[src/rtl/bmd_pkg.sv]
package bmd_pkg;

    localparam logic [2:0] OFF_CMD  = 3'd0;
    localparam logic [2:0] OFF_STAT = 3'd2;

    localparam int CMD_RUN  = 0;
    localparam int CMD_DIR  = 3;
    localparam int STS_ACT  = 0;
    localparam int STS_ERR  = 1;
    localparam int STS_IRQ  = 2;
    localparam int STS_CAP0 = 5;
    localparam int STS_CAP1 = 6;

    typedef enum logic [1:0] {
        SQ_IDLE     = 2'd0,
        SQ_GET_ADDR = 2'd1,
        SQ_GET_CNT  = 2'd2,
        SQ_MOVE     = 2'd3
    } seq_state_e;

endpackage

[src/rtl/bmd_regs.sv]
module bmd_regs
    import bmd_pkg::*;
#(
    parameter int AW = 32
) (
    input  logic          clk,
    input  logic          rst_n,
    input  logic          reg_we,
    input  logic [2:0]    reg_addr,
    input  logic [7:0]    reg_wdata,
    output logic [7:0]    reg_rdata,
    input  logic          active,
    input  logic          set_irq,
    input  logic          set_err,
    output logic          start,
    output logic          stop,
    output logic          dir,
    output logic [AW-1:0] tbl_ptr,
    output logic [7:0]    status
);

    localparam int NB = AW / 8;

    logic          run_q;
    logic          dir_q;
    logic          err_q;
    logic          irq_q;
    logic [1:0]    cap_q;
    logic [AW-1:0] ptr_q;

    logic wr_cmd;
    logic wr_sts;

    assign wr_cmd = reg_we && (reg_addr == OFF_CMD);
    assign wr_sts = reg_we && (reg_addr == OFF_STAT);

    assign start = wr_cmd &&  reg_wdata[CMD_RUN] && !run_q;
    assign stop  = wr_cmd && !reg_wdata[CMD_RUN] &&  run_q;

    always_ff @(posedge clk or negedge rst_n) begin
        if (!rst_n) begin
            run_q <= 1'b0;
            dir_q <= 1'b0;
        end else if (wr_cmd) begin
            run_q <= reg_wdata[CMD_RUN];
            dir_q <= reg_wdata[CMD_DIR];
        end
    end

    always_ff @(posedge clk or negedge rst_n) begin
        if (!rst_n) begin
            err_q <= 1'b0;
            irq_q <= 1'b0;
            cap_q <= 2'b00;
        end else begin
            err_q <= set_err | (err_q & ~(wr_sts & reg_wdata[STS_ERR]));
            irq_q <= set_irq | (irq_q & ~(wr_sts & reg_wdata[STS_IRQ]));
            if (wr_sts) begin
                cap_q <= {reg_wdata[STS_CAP1], reg_wdata[STS_CAP0]};
            end
        end
    end

    for (genvar b = 0; b < NB; b++) begin : g_ptr_lane
        always_ff @(posedge clk or negedge rst_n) begin
            if (!rst_n) begin
                ptr_q[b*8 +: 8] <= 8'h00;
            end else if (reg_we && (reg_addr == 3'(4 + b))) begin
                ptr_q[b*8 +: 8] <= reg_wdata;
            end
        end
    end

    assign status  = {1'b0, cap_q[1], cap_q[0], 2'b00, irq_q, err_q, active};
    assign dir     = dir_q;
    assign tbl_ptr = ptr_q;

    always_comb begin
        reg_rdata = 8'h00;
        if (reg_addr == OFF_CMD) begin
            reg_rdata[CMD_RUN] = run_q;
            reg_rdata[CMD_DIR] = dir_q;
        end else if (reg_addr == OFF_STAT) begin
            reg_rdata = status;
        end else if (reg_addr[2]) begin
            reg_rdata = ptr_q[reg_addr[1:0]*8 +: 8];
        end
    end


    irq_w1c_chk: assert property (@(posedge clk) disable iff (!rst_n)
        (wr_sts && reg_wdata[STS_IRQ] && !set_irq) |=> !irq_q);


    irq_set_wins_chk: assert property (@(posedge clk) disable iff (!rst_n)
        set_irq |=> irq_q);


    cap_hold_chk: assert property (@(posedge clk) disable iff (!rst_n)
        !wr_sts |=> $stable(cap_q));


    err_raise_chk: assert property (@(posedge clk) disable iff (!rst_n)
        set_err |=> err_q);

endmodule

[src/rtl/bmd_seq.sv]
module bmd_seq
    import bmd_pkg::*;
#(
    parameter int AW    = 32,
    parameter int CNT_W = 16
) (
    input  logic          clk,
    input  logic          rst_n,
    input  logic          start,
    input  logic          stop,
    input  logic          dir,
    input  logic [AW-1:0] tbl_ptr,
    output logic          active,
    output logic          set_irq,
    output logic          set_err,
    output logic          mem_req,
    output logic [AW-1:0] mem_addr,
    input  logic          mem_ack,
    input  logic          mem_err,
    input  logic [31:0]   mem_rdata,
    output logic          dev_req,
    output logic [AW-1:0] dev_addr,
    output logic          dev_to_mem,
    input  logic          dev_ack,
    input  logic          dev_done
);

    localparam int REM_W = CNT_W + 1;
    localparam int EOT_BIT = 31;
    localparam logic [AW-1:0] ENTRY_BYTES = AW'(8);
    localparam logic [AW-1:0] CNT_WORD    = AW'(4);

    seq_state_e    st, st_nx;
    logic [AW-1:0] off_q;
    logic [AW-1:0] buf_q;
    logic [REM_W-1:0] rem_q;
    logic          eot_q;

    logic last_byte;
    logic load_addr, load_cnt, step, next_entry, clr_off;

    assign last_byte = (rem_q == REM_W'(1));

    always_comb begin
        st_nx      = st;
        set_irq    = 1'b0;
        set_err    = 1'b0;
        load_addr  = 1'b0;
        load_cnt   = 1'b0;
        step       = 1'b0;
        next_entry = 1'b0;
        clr_off    = 1'b0;
        if (stop) begin
            st_nx = SQ_IDLE;
        end else begin
            unique case (st)
                SQ_IDLE: begin
                    if (start) begin
                        st_nx   = SQ_GET_ADDR;
                        clr_off = 1'b1;
                    end
                end
                SQ_GET_ADDR: begin
                    if (mem_err || dev_done) begin
                        st_nx   = SQ_IDLE;
                        set_err = 1'b1;
                    end else if (mem_ack) begin
                        st_nx     = SQ_GET_CNT;
                        load_addr = 1'b1;
                    end
                end
                SQ_GET_CNT: begin
                    if (mem_err || dev_done) begin
                        st_nx   = SQ_IDLE;
                        set_err = 1'b1;
                    end else if (mem_ack) begin
                        st_nx    = SQ_MOVE;
                        load_cnt = 1'b1;
                    end
                end
                SQ_MOVE: begin
                    if (dev_ack && last_byte && eot_q) begin
                        st_nx   = SQ_IDLE;
                        set_irq = 1'b1;
                    end else if (dev_done) begin
                        st_nx   = SQ_IDLE;
                        set_err = 1'b1;
                    end else if (dev_ack) begin
                        step = 1'b1;
                        if (last_byte) begin
                            st_nx      = SQ_GET_ADDR;
                            next_entry = 1'b1;
                        end
                    end
                end
            endcase
        end
    end

    always_ff @(posedge clk or negedge rst_n) begin
        if (!rst_n) begin
            st    <= SQ_IDLE;
            off_q <= '0;
            buf_q <= '0;
            rem_q <= '0;
            eot_q <= 1'b0;
        end else begin
            st <= st_nx;
            if (clr_off) begin
                off_q <= '0;
            end else if (next_entry) begin
                off_q <= off_q + ENTRY_BYTES;
            end
            if (load_addr) begin
                buf_q <= mem_rdata[AW-1:0];
            end else if (step) begin
                buf_q <= buf_q + AW'(1);
            end
            if (load_cnt) begin
                rem_q <= (mem_rdata[CNT_W-1:0] == '0) ? (REM_W'(1) << CNT_W)
                                                      : REM_W'(mem_rdata[CNT_W-1:0]);
                eot_q <= mem_rdata[EOT_BIT];
            end else if (step) begin
                rem_q <= rem_q - REM_W'(1);
            end
        end
    end

    always_comb begin
        active     = (st != SQ_IDLE);
        mem_req    = (st == SQ_GET_ADDR) || (st == SQ_GET_CNT);
        mem_addr   = tbl_ptr + off_q + ((st == SQ_GET_CNT) ? CNT_WORD : '0);
        dev_req    = (st == SQ_MOVE);
        dev_addr   = buf_q;
        dev_to_mem = dir;
    end


    final_byte_ends_chk: assert property (@(posedge clk) disable iff (!rst_n)
        (st == SQ_MOVE && dev_ack && last_byte && eot_q && !stop) |=> (st == SQ_IDLE));


    addr_step_chk: assert property (@(posedge clk) disable iff (!rst_n)
        (st == SQ_MOVE && dev_ack && !last_byte && !dev_done && !stop)
        |=> (dev_addr == $past(dev_addr) + AW'(1)));


    mem_err_stop_chk: assert property (@(posedge clk) disable iff (!rst_n)
        (mem_req && mem_err && !stop) |=> !active);


    rem_nonzero_chk: assert property (@(posedge clk) disable iff (!rst_n)
        (st == SQ_MOVE) |-> (rem_q != '0));


    stop_quiet_chk: assert property (@(posedge clk) disable iff (!rst_n)
        stop |=> (!mem_req && !dev_req));

endmodule

[src/rtl/bmd_verdict.sv]
module bmd_verdict (
    input  logic [7:0] status,
    output logic [7:0] verdict
);

    localparam logic [2:0] GOOD_END = 3'b100;
    localparam logic [7:0] BAD_MARK = 8'h10;

    always_comb begin
        if (status[2:0] == GOOD_END) begin
            verdict = 8'h00;
        end else begin
            verdict = status | BAD_MARK;
        end
    end

endmodule

[src/rtl/bmd_engine.sv]
module bmd_engine
    import bmd_pkg::*;
#(
    parameter int AW    = 32,
    parameter int CNT_W = 16
) (
    input  logic          clk,
    input  logic          rst_n,
    input  logic          reg_we,
    input  logic [2:0]    reg_addr,
    input  logic [7:0]    reg_wdata,
    output logic [7:0]    reg_rdata,
    output logic          mem_req,
    output logic [AW-1:0] mem_addr,
    input  logic          mem_ack,
    input  logic          mem_err,
    input  logic [31:0]   mem_rdata,
    output logic          dev_req,
    output logic [AW-1:0] dev_addr,
    output logic          dev_to_mem,
    input  logic          dev_ack,
    input  logic          dev_done,
    output logic          irq,
    output logic [7:0]    verdict
);

    logic          start, stop, dir, active, set_irq, set_err;
    logic [AW-1:0] tbl_ptr;
    logic [7:0]    status;

    bmd_regs #(.AW(AW)) u_regs (
        .clk       (clk),
        .rst_n     (rst_n),
        .reg_we    (reg_we),
        .reg_addr  (reg_addr),
        .reg_wdata (reg_wdata),
        .reg_rdata (reg_rdata),
        .active    (active),
        .set_irq   (set_irq),
        .set_err   (set_err),
        .start     (start),
        .stop      (stop),
        .dir       (dir),
        .tbl_ptr   (tbl_ptr),
        .status    (status)
    );

    bmd_seq #(.AW(AW), .CNT_W(CNT_W)) u_seq (
        .clk        (clk),
        .rst_n      (rst_n),
        .start      (start),
        .stop       (stop),
        .dir        (dir),
        .tbl_ptr    (tbl_ptr),
        .active     (active),
        .set_irq    (set_irq),
        .set_err    (set_err),
        .mem_req    (mem_req),
        .mem_addr   (mem_addr),
        .mem_ack    (mem_ack),
        .mem_err    (mem_err),
        .mem_rdata  (mem_rdata),
        .dev_req    (dev_req),
        .dev_addr   (dev_addr),
        .dev_to_mem (dev_to_mem),
        .dev_ack    (dev_ack),
        .dev_done   (dev_done)
    );

    bmd_verdict u_verdict (
        .status  (status),
        .verdict (verdict)
    );

    assign irq = status[STS_IRQ];


    irq_mirror_chk: assert property (@(posedge clk) disable iff (!rst_n)
        irq == reg_rdata[STS_IRQ] || reg_addr != OFF_STAT);

endmodule

[config.mk]
export PLATFORM = sky130hd
export DESIGN_NAME = bmd_engine
export DESIGN_NICKNAME = d
export VERILOG_FILES = /design/src/rtl/bmd_pkg.sv /design/src/rtl/bmd_regs.sv /design/src/rtl/bmd_seq.sv /design/src/rtl/bmd_verdict.sv /design/src/rtl/bmd_engine.sv
export SDC_FILE = /design/constraint.sdc
export NUM_CORES = 1
export LEC_CHECK = 0
export ABC_CLOCK_PERIOD_IN_PS = 3000
export BUFFER_PORTS_ARGS = -buffer_cell sky130_fd_sc_hd__buf_2
export CORE_ASPECT_RATIO = 0.8
export CORE_UTILIZATION = 58
export CTS_CLUSTER_DIAMETER = 100
export DETAILED_ROUTE_END_ITERATION = 10
export GPL_TIMING_DRIVEN = 0
export PLACE_DENSITY_LB_ADDON = 0.25
export REMOVE_ABC_BUFFERS = 1
export SETUP_SLACK_MARGIN = 0.4
export SLEW_MARGIN = 20
export SYNTH_ARGS = -nofsm -noshare
export SYNTH_HDL_FRONTEND = slang
export SYNTH_SLANG_ARGS = --single-unit
[constraint.sdc]
create_clock -name clk -period 3 [get_ports clk]
set_clock_uncertainty 0.05 [all_clocks]
set_input_delay 0.15 -clock clk [delete_from_list [all_inputs] [get_ports clk]]
set_output_delay 0.15 -clock clk [all_outputs]
set_load 0.05 [all_outputs]
==> impl_results.md, run 1 <==
- Sequential share of the synthesized area: 35.1%
- # H-tree levels: 4
- Synth unique cells: 71
- Min-delay worst type: in2reg
- Leak pwr: between 5 and 6 nW
- Die ar.: approximately 15000 sq um
- Slew Limit Headroom: between 40 and 50%
- Layout Nets: roughly 1300
- Fillers: 681
- Vias in the first global route: roughly 8400
- Final Critical Period: roughly 3500 ps
- Crit start category: flop
- Critical Path Slowest Stage Cell: dfrtp_1
- Tcrit/Tclk final: 118%
- RSZ-0062 raised after global routing: yes
- CP max FO: 3
- Initial antenna violation count: 1
- Hold WS: -14.7 ps
- Post-Synthesis Cells: between 900 and 1000
- Top-area cell type share of the netlist area: a little over a third
- First-pass GRT wire length: between 40000 and 50000 um
- Starting Density: roughly 60%
- Synth Area per Inst: approximately 8.9 sq um
- # rows: 39
- Share of synthesized registers carrying an async set or reset: 100%
- Vias per inst: 7.25
- Slew Limit Fails: 0
- CTS Buffer Depth: 2
- I/O Pins: between 100 and 150
- DRC: 0
- Area Growth Syn to Fin: 42.8%
- Failing checks: hold timing, setup timing
- EDFF count, synth: 0
- Clock Latency Late Sink: 460 ps
- Die Ht: roughly 110 um
- Placed insts: roughly 1200
- Total gr overflow: 0
- Setup crit end kind: output pin
- Clock slew at reported path FFs: approximately 60 ps
- Top FF cell, synth: dfrtp_1
- Clk sinks: 119
- Buf/Inv on CP: 3
- 1st-pass router iterations: 10
- Pwr Density: 815 nW/um^2
- Status: complete, but fails checks
- VDD IR-drop max: around 0.84 mV
- CTS tree: done
- FMAX: between 200 and 300 MHz
- Crit-path cells: ha_4, ha_4, o211ai_1, o21ai_2, o221ai_4, buf_4, buf_6, nand2_4, a31oi_4, o21ai_2, xnor2_1, buf_4
- Count leader, synth: dfrtp_1
- Top cells by area, synth: dfrtp_1 35%, ha_1 10%, nand2_1 5.1%, a21oi_1 4.8%, mux2_2 4.7%
- Max Cap Viol: 0
- Root Buffer: clkbuf_16
- Dpl ws: -379 ps
- 1st-iter DRT viols: roughly 1700
- Via total after detailed routing: between 9000 and 10000
- Max stage delay on crit path: ~520 ps
- Antenna violation net count after detailed routing: 0
- # port buffers: between 100 and 150
- Synthesized flop and latch total: about 120
- Critical path's top delay family: compound AO/OA/AOI/OAI gates
- Detailed placer's ending HPWL: 17600 um
- Synth Cell Area: between 8000 and 9000 sq um
- Routability cong.: between 0.9 and 1
- Post-layout util: between 80 and 90%
- Layout cells sized above 1: approximately two fifths
- DRT Wirelength: around 37000 um
- Crit path DAT: ~3400 ps
- Area leader, netlist: dfrtp_1
- Crit Path Category: reg2out
- WL per Instance: 26.7 um
- Final hold violations: 1
- Setup ws final: -546 ps
- Non-Filler Instances: approximately 1400
- Worst Max-Slew Pin Slew: ~800 ps
- Final setup violation count: 23
- Floorplan core area: 14200 sq um
- Die Wd: between 100 and 150 um
- Top cells by count, synth: 119 x dfrtp_1, 115 x nand2_1, 82 x a21oi_1
- Warnings from Yosys: 0
- Largest net degree at the start of global routing: 81
- Tot GR Track Use: between 40 and 50%
- CP required: ~2800 ps
- TritonCTS buffer count: 17
-- where the power goes --
group          switching, mW  leakage [nW]  internal, mW
sequential             0.650          1.48          2.04
clock                  0.851         0.297          1.37
combinational           3.34          3.52          1.62
-- kinds of logic (layout without fill, tap and decap cells) --
logic type / count (synthesis) / count (layout) / synth area share, %
muxes: 45 / 45 / 7.02
AOI/OAI and AO/OA: 237 / 237 / 17.1
buffers and inverters: 60 / 298 / 2.92
adders and majority gates: 68 / 68 / 10.0
xor gates and xnor gates: 67 / 67 / 6.93
other: 1 / 5 / 0.0443
DFF: 119 / 119 / 35.1
and+or+nand+nor: 350 / 350 / 20.8
-- tightest hold or removal path: cells and delay by family --
family / cells / cell delay (ps)
buffers and inverters: 1 / 80
AOI/OAI and AO/OA: 2 / 210
-- layer usage --
| layer | wire, um | vias up | global-route usage (%) | share of wire, % |
|---|---|---|---|---|
| met4 | 3180 | 2 | 18.6 | 8.7 |
| met2 | 15500 | 1028 | 62.6 | 42 |
| li1 | - | 3934 | - | - |
| met3 | 5120 | 364 | 11.7 | 14 |
| met5 | 39 | - | 0 | 0.11 |
| met1 | 12800 | 4625 | 52.7 | 35 |
-- layout make-up --
cell class | count | area (sq um) | share of cell area [%]
clock buffers | 23 | 478 | 3.95
flip-flops and latches | 119 | 3000 | 24.8
diodes | 2 | 5.00 | 0.0414
clock inverters | 9 | 123 | 1.01
inverters | 19 | 71.3 | 0.589
repair buffers | 247 | 1780 | 14.7
well taps | 184 | 230 | 1.90
multi-input cells | 770 | 6420 | 53.0
-- path summary, 6_finish.rpt --
| path | cells past startpoint | slack (ps) | endpoint | from |
|---|---|---|---|---|
| hold reg to reg | 2 | 480 | u_seq.dev_addr[23]$_DFFE_PN0P_ | u_seq.dev_addr[23]$_DFFE_PN0P_ |
| hold / removal | 3 | -10 | u_seq.dev_addr[16]$_DFFE_PN0P_ | mem_rdata[16] |
| max in group asynchronous | 3 | 1970 | u_seq.off_q[23]$_DFFE_PN0P_ | rst_n |
| setup reg to reg | 8 | 100 | u_seq.off_q[14]$_DFFE_PN0P_ | u_seq.rem_q[1]$_DFFE_PN0P_ |
| min in group asynchronous | 2 | 150 | u_regs.cap_q[1]$_DFFE_PN0P_ | rst_n |
| setup / recovery | 12 | -550 | mem_addr[15] | u_regs.tbl_ptr[4]$_DFFE_PN0P_ |
-- layout by cell type (no fill, tap or decap), drive strengths merged, types with 19 or more instances in the layout --
cell type / synthesis / layout
a21oi: 82 / 82
buf: 9 / 216
clkbuf: 32 / 23
dfrtp: 119 / 119
dlygate4sd3: 0 / 31
ha: 68 / 68
inv: 19 / 19
mux2: 35 / 35
nand2: 115 / 115
nand3: 30 / 30
nand4: 20 / 20
nor2: 68 / 68
nor3: 23 / 23
o21ai: 65 / 65
xnor2: 36 / 36
xor2: 31 / 31
-- flip-flops by register name, indices dropped and copies added (netlist names) --
| signal | cells |
|---|---|
| u_seq.st | 2 |
| u_seq.eot_q | 1 |
| u_seq.dev_addr | 32 |
| u_regs.dir | 1 |
| u_regs.tbl_ptr | 32 |
| u_regs.irq_q | 1 |
| u_regs.err_q | 1 |
| u_regs.run_q | 1 |
| u_seq.rem_q | 17 |
| u_seq.off_q | 29 |
| u_regs.cap_q | 2 |
-- stage by stage --
step	setup TNS, ps	total power, mW	area (sq um)
floorplan	-1380	5.37	8300
CTS	-758	9.07	11600
finish	-5970	9.86	12100
global placement	-33990	6.27	9190
global route	-7900	10.1	12100
detailed placement	-4380	6.37	9290
-- what timing repair did --
action	4_1_cts	5_1_grt
buffers inserted	48	31
hold buffers	31	0
pin swaps	51	51
endpoints found under the hold margin	83	0
setup endpoints to repair	77	76
resized for setup	183	57
Note: power is estimated with default switching activity, not from simulation.
==> run 2, diff against run 1 <==
- CORE_ASPECT_RATIO: 0.8 -> default
==> run 2 against run 1 <==
Net effect: wire length is 1.1% higher; the run still ends with hold timing, setup timing left; register-to-register slack better by 100 ps; highest routed layer unchanged; global-route usage is 0.30 points higher; non-clock buffer count is 7 lower; critical endpoint is now mem_addr[29]; utilization is 0.79 points higher; sequential power hardly changed.
==> impl_results.md, run 2 (synthesized netlist as in run 1, its figures left out) <==
- Status: complete, but fails checks
- Failing checks: hold timing, setup timing
- Multi-input gate area: roughly 6400 sq um
- Final setup violation count: 21
- RSZ-0062 raised after global routing: yes
- # H-tree levels: 4
- 1st-iter DRT viols: approximately 1300
- # port buffers: 131
- Crit path DAT: between 3000 and 4000 ps
- Setup crit end kind: output pin
- Routability cong.: 0.920
- Die ar.: approximately 15000 sq um
- Total power: 9.64 mW
- Via total after detailed routing: 9755
- Die Wd: about 120 um
- Max Cap Viol: 0
- Detailed placer's ending HPWL: around 17000 um
- Vias in the first global route: around 8500
- Starting Density: around three fifths
- Post-layout util: between 80% and 90%
- Worst R2R Start: u_seq.off_q[7]$_DFFE_PN0P_
- Largest net degree at the start of global routing: between 60 and 70
- Die Ht: roughly 120 um
- Most common cell after layout, fill and taps aside: nand2_1
- Layout Nets: ~1300
- Dpl ws: -318 ps
- Fillers: 623
- Min-delay worst type: in2reg
- Clock Latency Late Sink: around 430 ps
- Tot GR Track Use: about two fifths
- Final hold violations: 1
- Total gr overflow: 0
- Root Buffer: clkbuf_16
- Slew Limit Fails: 0
- Floorplan core area: ~14000 sq um
- CTS Buffer Depth: 2
- Clock slew at reported path FFs: around 60 ps
- Pwr Density: between 800 and 900 nW/um^2
- Crit Path Category: reg2out
- Initial antenna violation count: 3
- CP max FO: 3
- Setup ws final: -598 ps
- Worst setup path startpoint: u_regs.tbl_ptr[22]$_DFFE_PN0P_
- Slew Limit Headroom: roughly a quarter
- CTS tree: done
- # rows: 43
- Worst Hold Launch: mem_rdata[30]
- Hold WS: -2.87 ps
- DRC: 0
- Vias per inst: 7.16
- Antenna violation net count after detailed routing: 0
- Tcrit/Tclk final: 120%
- WL per Instance: ~27 um
- FMAX: 278 MHz
- Register Area: 3010 sq um
- DRT Wirelength: 37000 um
- Worst Max-Slew Pin Slew: roughly 1100 ps
- I/O Pins: between 100 and 150
- CP required: 2800 ps
- VDD IR-drop max: between 0.8 and 0.9 mV
- Final Critical Period: between 3000 and 4000 ps
- Highest-count cells in the layout ignoring fill and taps: 108 x nand2_1, 106 x buf_2, 93 x dfrtp_1, 85 x buf_4, 65 x a21oi_1
- First-pass GRT wire length: between 40000 and 50000 um
- Clk sinks: roughly 120
- Crit start category: flop
- Area Growth Syn to Fin: 42.1%
- Layout cells sized above 1: around 39%
- TritonCTS buffer count: 17
- Leak pwr: approximately 5.2 nW
- 1st-pass router iterations: 6
[run 2: final cells by class]
cell class	instances	share of cell area (%)
multi-input combinational	770	53.3
sequential	119	25.0
timing repair buffer	240	14.4
clock buffer	22	3.94
tap	180	1.87
clock inverter	9	0.832
inverter	19	0.592
antenna	4	0.0832
[run 2: per-stage QoR]
step / instances / TNS (ps) / cell area (sq um) / hold WS (ps)
final: 1363 / -5380 / 12000 / -2.87
after global routing: 1361 / -6430 / 12000 / 2.10
after CTS: 1332 / -213 / 11500 / 3.66
after detailed placement: 1224 / -3150 / 9280 / 100
after global placement: 1219 / -30330 / 9180 / 302
after floorplan: 908 / -1380 / 8300 / -196
[run 2: power by group]
group | total [mW] | leakage (nW) | internal, mW | switching [mW]
sequential | 2.70 | 1.47 | 2.04 | 0.654
clock | 2.04 | 0.282 | 1.27 | 0.765
combinational | 4.91 | 3.45 | 1.63 | 3.27
[run 2: metal layers]
layer / vias to the layer above / GRT usage (%) / wire, um
li1: 3925 / - / -
met1: 4514 / 48.4 / 12300
met2: 983 / 67.3 / 16300
met3: 327 / 11.9 / 5250
met4: 6 / 20.4 / 3060
met5: - / 0 / 125
[run 2: critical path, stage by stage (launching register included)]
cell	delay [ps]
dfrtp_1	510
ha_4	350
ha_4	220
a21oi_2	240
nor2b_1	110
o21ai_1	300
a21oi_1	210
o311ai_4	380
nand2_1	140
xnor2_1	250
buf_4	250
[run 2: worst paths after layout]
path	endpoint	slack [ps]	cells after the start
hold reg to reg	u_seq.dev_addr[23]$_DFFE_PN0P_	480	2
hold / removal	u_seq.dev_addr[30]$_DFFE_PN0P_	-3	3
setup / recovery	mem_addr[29]	-600	10
setup reg to reg	u_seq.off_q[21]$_DFFE_PN0P_	200	8
min in group asynchronous	u_seq.rem_q[11]$_DFFE_PN0P_	200	2
max in group asynchronous	u_regs.tbl_ptr[18]$_DFFE_PN0P_	1970	3
[run 2: what timing repair did]
item / CTS / global route
hold buffers: 29 / 1
endpoints found under the setup margin: 72 / 65
resized for setup: 175 / 73
buffers inserted: 48 / 26
pin swaps: 51 / 41
hold endpoints to repair: 97 / 1
==> run 3, diff against run 2 <==
- ABC_AREA: default -> 1
- CORE_UTILIZATION: 58 -> 59
==> run 3 against run 2 <==
Net effect: the run now fails in global routing; synthesized cell count increased by 58%; area after synthesis increased by 16%.
==> impl_results.md, run 3 <==
- Failed at: global routing
- Synth unique cells: between 40 and 50
- Starting Density: approximately three fifths
- Top-area cell type share of the netlist area: 30.3%
- Placed insts: about 1800
- Die Wd: 131 um
- # port buffers: around 130
- Share of synthesized registers carrying an async set or reset: 100%
- Post-Synthesis Cells: between 1000 and 1500
- Cell Area, Placed: between 10000 and 15000 sq um
- Top cells by count, synth: 513 x nand2_1, 170 x nor2_1, 140 x inv_1
- I/O Pins: approximately 130
- Total gr overflow: 9
- EDFF count, synth: 0
- Clk sinks: 119
- # H-tree levels: 4
- Routability cong.: 0.981
- Largest net degree at the start of global routing: 73
- Count leader, synth: nand2_1
- TritonCTS buffer count: 17
- Area leader, netlist: dfrtp_1
- # rows: 46
- Detailed placer's ending HPWL: 21300 um
- Worst End Pin Type: output port
- Root Buffer: clkbuf_16
- Stop err: [ERROR GRT-0232] Routing congestion too high. Check the congestion heatmap in the GUI.
- Tot GR Track Use: a little over two thirds
- GRT worst endpoint: mem_addr[25]
- Synthesized flop and latch total: roughly 120
- Status: did not finish
- Sequential share of the synthesized area: 30.3%
- Warnings from Yosys: 0
- CTS Buffer Depth: 2
- Die Ht: around 130 um
- Top cells by area, synth: dfrtp_1 30%, nand2_1 20%, ha_1 8.7%, nor2_1 6.5%, inv_1 5.4%
- Synth Cell Area: between 9000 and 10000 sq um
- Top FF cell, synth: dfrtp_1
- Synth Area per Inst: about 6.6 sq um
## run 3: changes by cell type after synthesis, moves of 16 or more
| cell | delta |
|---|---|
| a21oi_1 | -31 |
| and2_1 | -16 |
| clkbuf_1 | -22 |
| inv_1 | +121 |
| mux2_2 | -35 |
| nand2_1 | +398 |
| nand3_1 | +75 |
| nor2_1 | +102 |
| o21ai_0 | +39 |
| xnor2_1 | -25 |
## run 3: per-layer routing
metal | GRT usage [%] | GRT overflow
met3 | 61.6 | 0
met1 | 72.7 | 2
met5 | 44.4 | 0
met4 | 57.4 | 2
met2 | 84.3 | 5
## run 3: logic make-up after synthesis
family                     count (synthesis)  synth area share (%)
DFF                                      119                  30.3
AOI/OAI and AO/OA                        187                  10.3
other                                      1                0.0382
and+or+nand+nor                          889                  38.6
buffers and inverters                    185                  7.79
xor gates and xnor gates                  48                  4.28
adders and majority gates                 68                  8.67
## run 3: repair_timing
item / CTS
gates resized for setup: 218
buffers inserted: 40
pin swaps: 34
endpoints found under the setup margin: 28
hold buffers: 18
gates cloned: 0
hold endpoints to repair: 67
## run 3: stage by stage
stage,hold slack (ps),worst slack (ps)
after floorplan,-196,285
after global placement,320,224
after detailed placement,67.9,379
after CTS,7.43,348
==> run 4, diff against run 3 <==
- CORE_UTILIZATION: 59 -> 40
- CTS_CLUSTER_DIAMETER: 100 -> default
- PLACE_DENSITY_LB_ADDON: 0.25 -> 0.15
- SETUP_SLACK_MARGIN: 0.4 -> default
==> run 4 against run 3 <==
Net effect: the flow now finishes without violations; area after synthesis is the same; synthesized cell count is the same.
==> impl_results.md, run 4 <==
- # H-tree levels: 4
- Synth Area in Adders: about 8.7%
- CP max FO: 4
- DRT Wirelength: ~30000 um
- Share of synthesized registers carrying an async set or reset: 100%
- Pwr Density: between 1000 and 1500 nW/um^2
- 1st-pass router iterations: 5
- Clock slew at reported path FFs: roughly 70 ps
- Max Cap Viol: 0
- Final hold violations: 0
- Sw Ratio: between 50 and 60%
- Fin area: 11900 sq um
- Slew Limit Fails: 0
- TritonCTS buffer count: 17
- Die Ht: ~160 um
- Count leader, synth: nand2_1
- Largest family of logic cells by synthesized area: simple AND/OR/NAND/NOR gates
- Layout Nets: roughly 1800
- Crit path DAT: 2720 ps
- Most common cell after layout, fill and taps aside: nand2_1
- Worst Hold Depth: 3
- Crit Path Category: reg2out
- Clock Latency Late Sink: around 430 ps
- Initial antenna violation count: 0
- Top-area cell type share of the netlist area: 30.3%
- FMAX: 342 MHz
- Min-delay worst type: in2reg
- Post-Synthesis Cells: 1497
- Sequential share of the synthesized area: 30.3%
- Tcrit/Tclk final: a little over nine tenths
- Layout cells sized above 1: roughly 17%
- Final Critical Period: approximately 2900 ps
- FF-to-FF End: u_seq.off_q[11]$_DFFE_PN0P_
- Top cells by area, synth: dfrtp_1 30%, nand2_1 20%, ha_1 8.7%, nor2_1 6.5%, inv_1 5.4%
- Root Buffer: clkbuf_16
- Vias in the first global route: just over 9000
- EDFF count, synth: 0
- Combinational Power Share: 59.4%
- Setup crit end kind: output pin
- Synth unique cells: 44
- Tot GR Track Use: between 20% and 30%
- Total gr overflow: 0
- CTS tree: done
- Clk sinks: around 120
- Floorplan core area: 23800 sq um
- First-pass GRT wire length: 47400 um
- Die Wd: between 150 and 200 um
- Synth Area in XOR/XNOR: approximately 4.3%
- CTS Buffer Depth: 2
- Antenna violation net count after detailed routing: 0
- Largest net degree at the start of global routing: 65
- Worst R2R Start: u_seq.rem_q[1]$_DFFE_PN0P_
- Top cells by count, synth: 513 x nand2_1, 170 x nor2_1, 140 x inv_1
- 1st-iter DRT viols: a little under 600
- Post-layout util: between 50% and 60%
- CP required: 2800 ps
- Post-Synth Simple-Gate Area: just under 40%
- Crit-path cells: ha_1, ha_1, a21oi_1, nor2_1, nor2_2, nand3_2, a21oi_1, xnor2_1, buf_4
- WL per Instance: roughly 15 um
- Synth Area per Inst: around 6.6 sq um
- Antenna diode count: 0
- Cell Area, Placed: ~11000 sq um
- WHS Endpoint: u_regs.tbl_ptr[30]$_DFFE_PN0P_
- Worst setup path startpoint: u_regs.tbl_ptr[10]$_DFFE_PN0P_
- Highest-count cells in the layout ignoring fill and taps: 506 x nand2_1, 156 x nor2_1, 139 x inv_1, 116 x buf_2, 109 x dfrtp_1
- Status: finished, final reports clean
- Starting Density: between 40% and 50%
- Die ar.: around 25000 sq um
- Buf/Inv on CP: 1
- Area Growth Syn to Fin: 21.2%
- Synthesized flop and latch total: between 100 and 150
- Vias per inst: a little over 5
- P_sw: just under 7 mW
- Top FF cell, synth: dfrtp_1
- Placed insts: about 1900
- Warnings from Yosys: 0
- FF-to-FF path depth: 12
- Critical path's top delay family: adder cells
- Synth Area in Compound Gates: about a tenth
- Area leader, netlist: dfrtp_1
- RSZ-0062 raised after global routing: yes
- Routability cong.: 0.915
- Register share of total power: around 23%
- Max stage delay on crit path: roughly 430 ps
- Worst Max-Slew Pin Slew: roughly 970 ps
- Fillers: ~2400
- Synth Cell Area: slightly below 10000 sq um
- Final setup violation count: 0
- Worst Hold Launch: reg_wdata[6]
- # port buffers: ~130
- # rows: 56
- I/O Pins: between 100 and 150
- Via total after detailed routing: around 10000
- Cell-internal power: between 5 and 6 mW
- Leak pwr: roughly 5.9 nW
- Clock share of power: ~18%
- Non-Filler Instances: about 2000
- DRC: 0
- Detailed placer's ending HPWL: around 23000 um
- R2r setup slk: 320 ps
- Crit start category: flop
- Critical Path Slowest Stage Cell: dfrtp_1
- Mux contribution to synthesized area: 0%
- Slew Limit Headroom: between 30% and 40%
- Hold WS: approximately 20 ps
- VDD IR-drop max: between 1 and 1.5 mV
## run 4: cell counts after synthesis
Identical to the previous run, type by type.
## run 4: worst max-delay path by stage
stage	endpoint	slack (ps)	cells past startpoint
floorplan	mem_addr[23]	280	10
global placement	u_seq.off_q[20]$_DFFE_PN0P_	70	1
detailed placement	u_seq.off_q[11]$_DFFE_PN0P_	320	12
CTS	mem_addr[23]	6	10
global route	mem_addr[21]	-50	9
finish	mem_addr[21]	80	9
## run 4: worst min-delay path, cell delays in order
cell	delay (ps)
buf_2	70
inv_1	80
a21oi_1	140
## run 4: what timing repair did
item                                    in CTS  in global routing
endpoints found under the setup margin      13                 23
gates resized for setup                     15                 87
pin swaps                                    0                  2
setup buffers                                0                  2
hold buffers                                19                  0
endpoints found under the hold margin       75                  0
## run 4: routing by layer
layer	vias to the layer above	share of wire [%]	GRT usage, %
met5	-	0	0
met3	39	3.4	2.97
met4	0	2.2	7.88
met2	227	48	42.7
met1	4609	46	30.8
li1	5155	-	-
## run 4: power by group through the flow
stage | logic (mW) | clock network (mW) | registers [mW]
finish | 7.48 | 2.22 | 2.89
global route | 8.21 | 2.34 | 2.97
CTS | 7.01 | 2.26 | 2.87
detailed placement | 6.85 | 0 | 2.89
global placement | 6.81 | 0 | 2.88
floorplan | 4.72 | 0 | 3.33
## run 4: area by class of cell
| class | instances | area (sq um) | share of cell area, % |
|---|---|---|---|
| inverter | 150 | 563 | 4.73 |
| clock inverter | 15 | 204 | 1.71 |
| timing repair buffer | 153 | 941 | 7.91 |
| tap | 319 | 399 | 3.36 |
| multi-input combinational | 1195 | 6370 | 53.6 |
| sequential | 119 | 2990 | 25.1 |
| clock buffer | 17 | 425 | 3.58 |
## run 4: through the flow
stage          setup slack [ps]  setup TNS [ps]  total power [mW]
3_3_place_gp               66.5               0              9.69
6_report                   79.2               0              12.6
3_5_place_dp                324               0              9.74
2_1_floorplan               285               0              8.06
5_1_grt                   -48.6           -71.7              13.5
4_1_cts                    5.70               0              12.1
## run 4: logic make-up after synthesis
logic type,count (synthesis)
AND/OR/NAND/NOR,889
AO/OA/AOI/OAI,187
buffers and inverters,185
flip-flops,119
adder cells (fa/ha/maj),68
XOR/XNOR,48
other,1
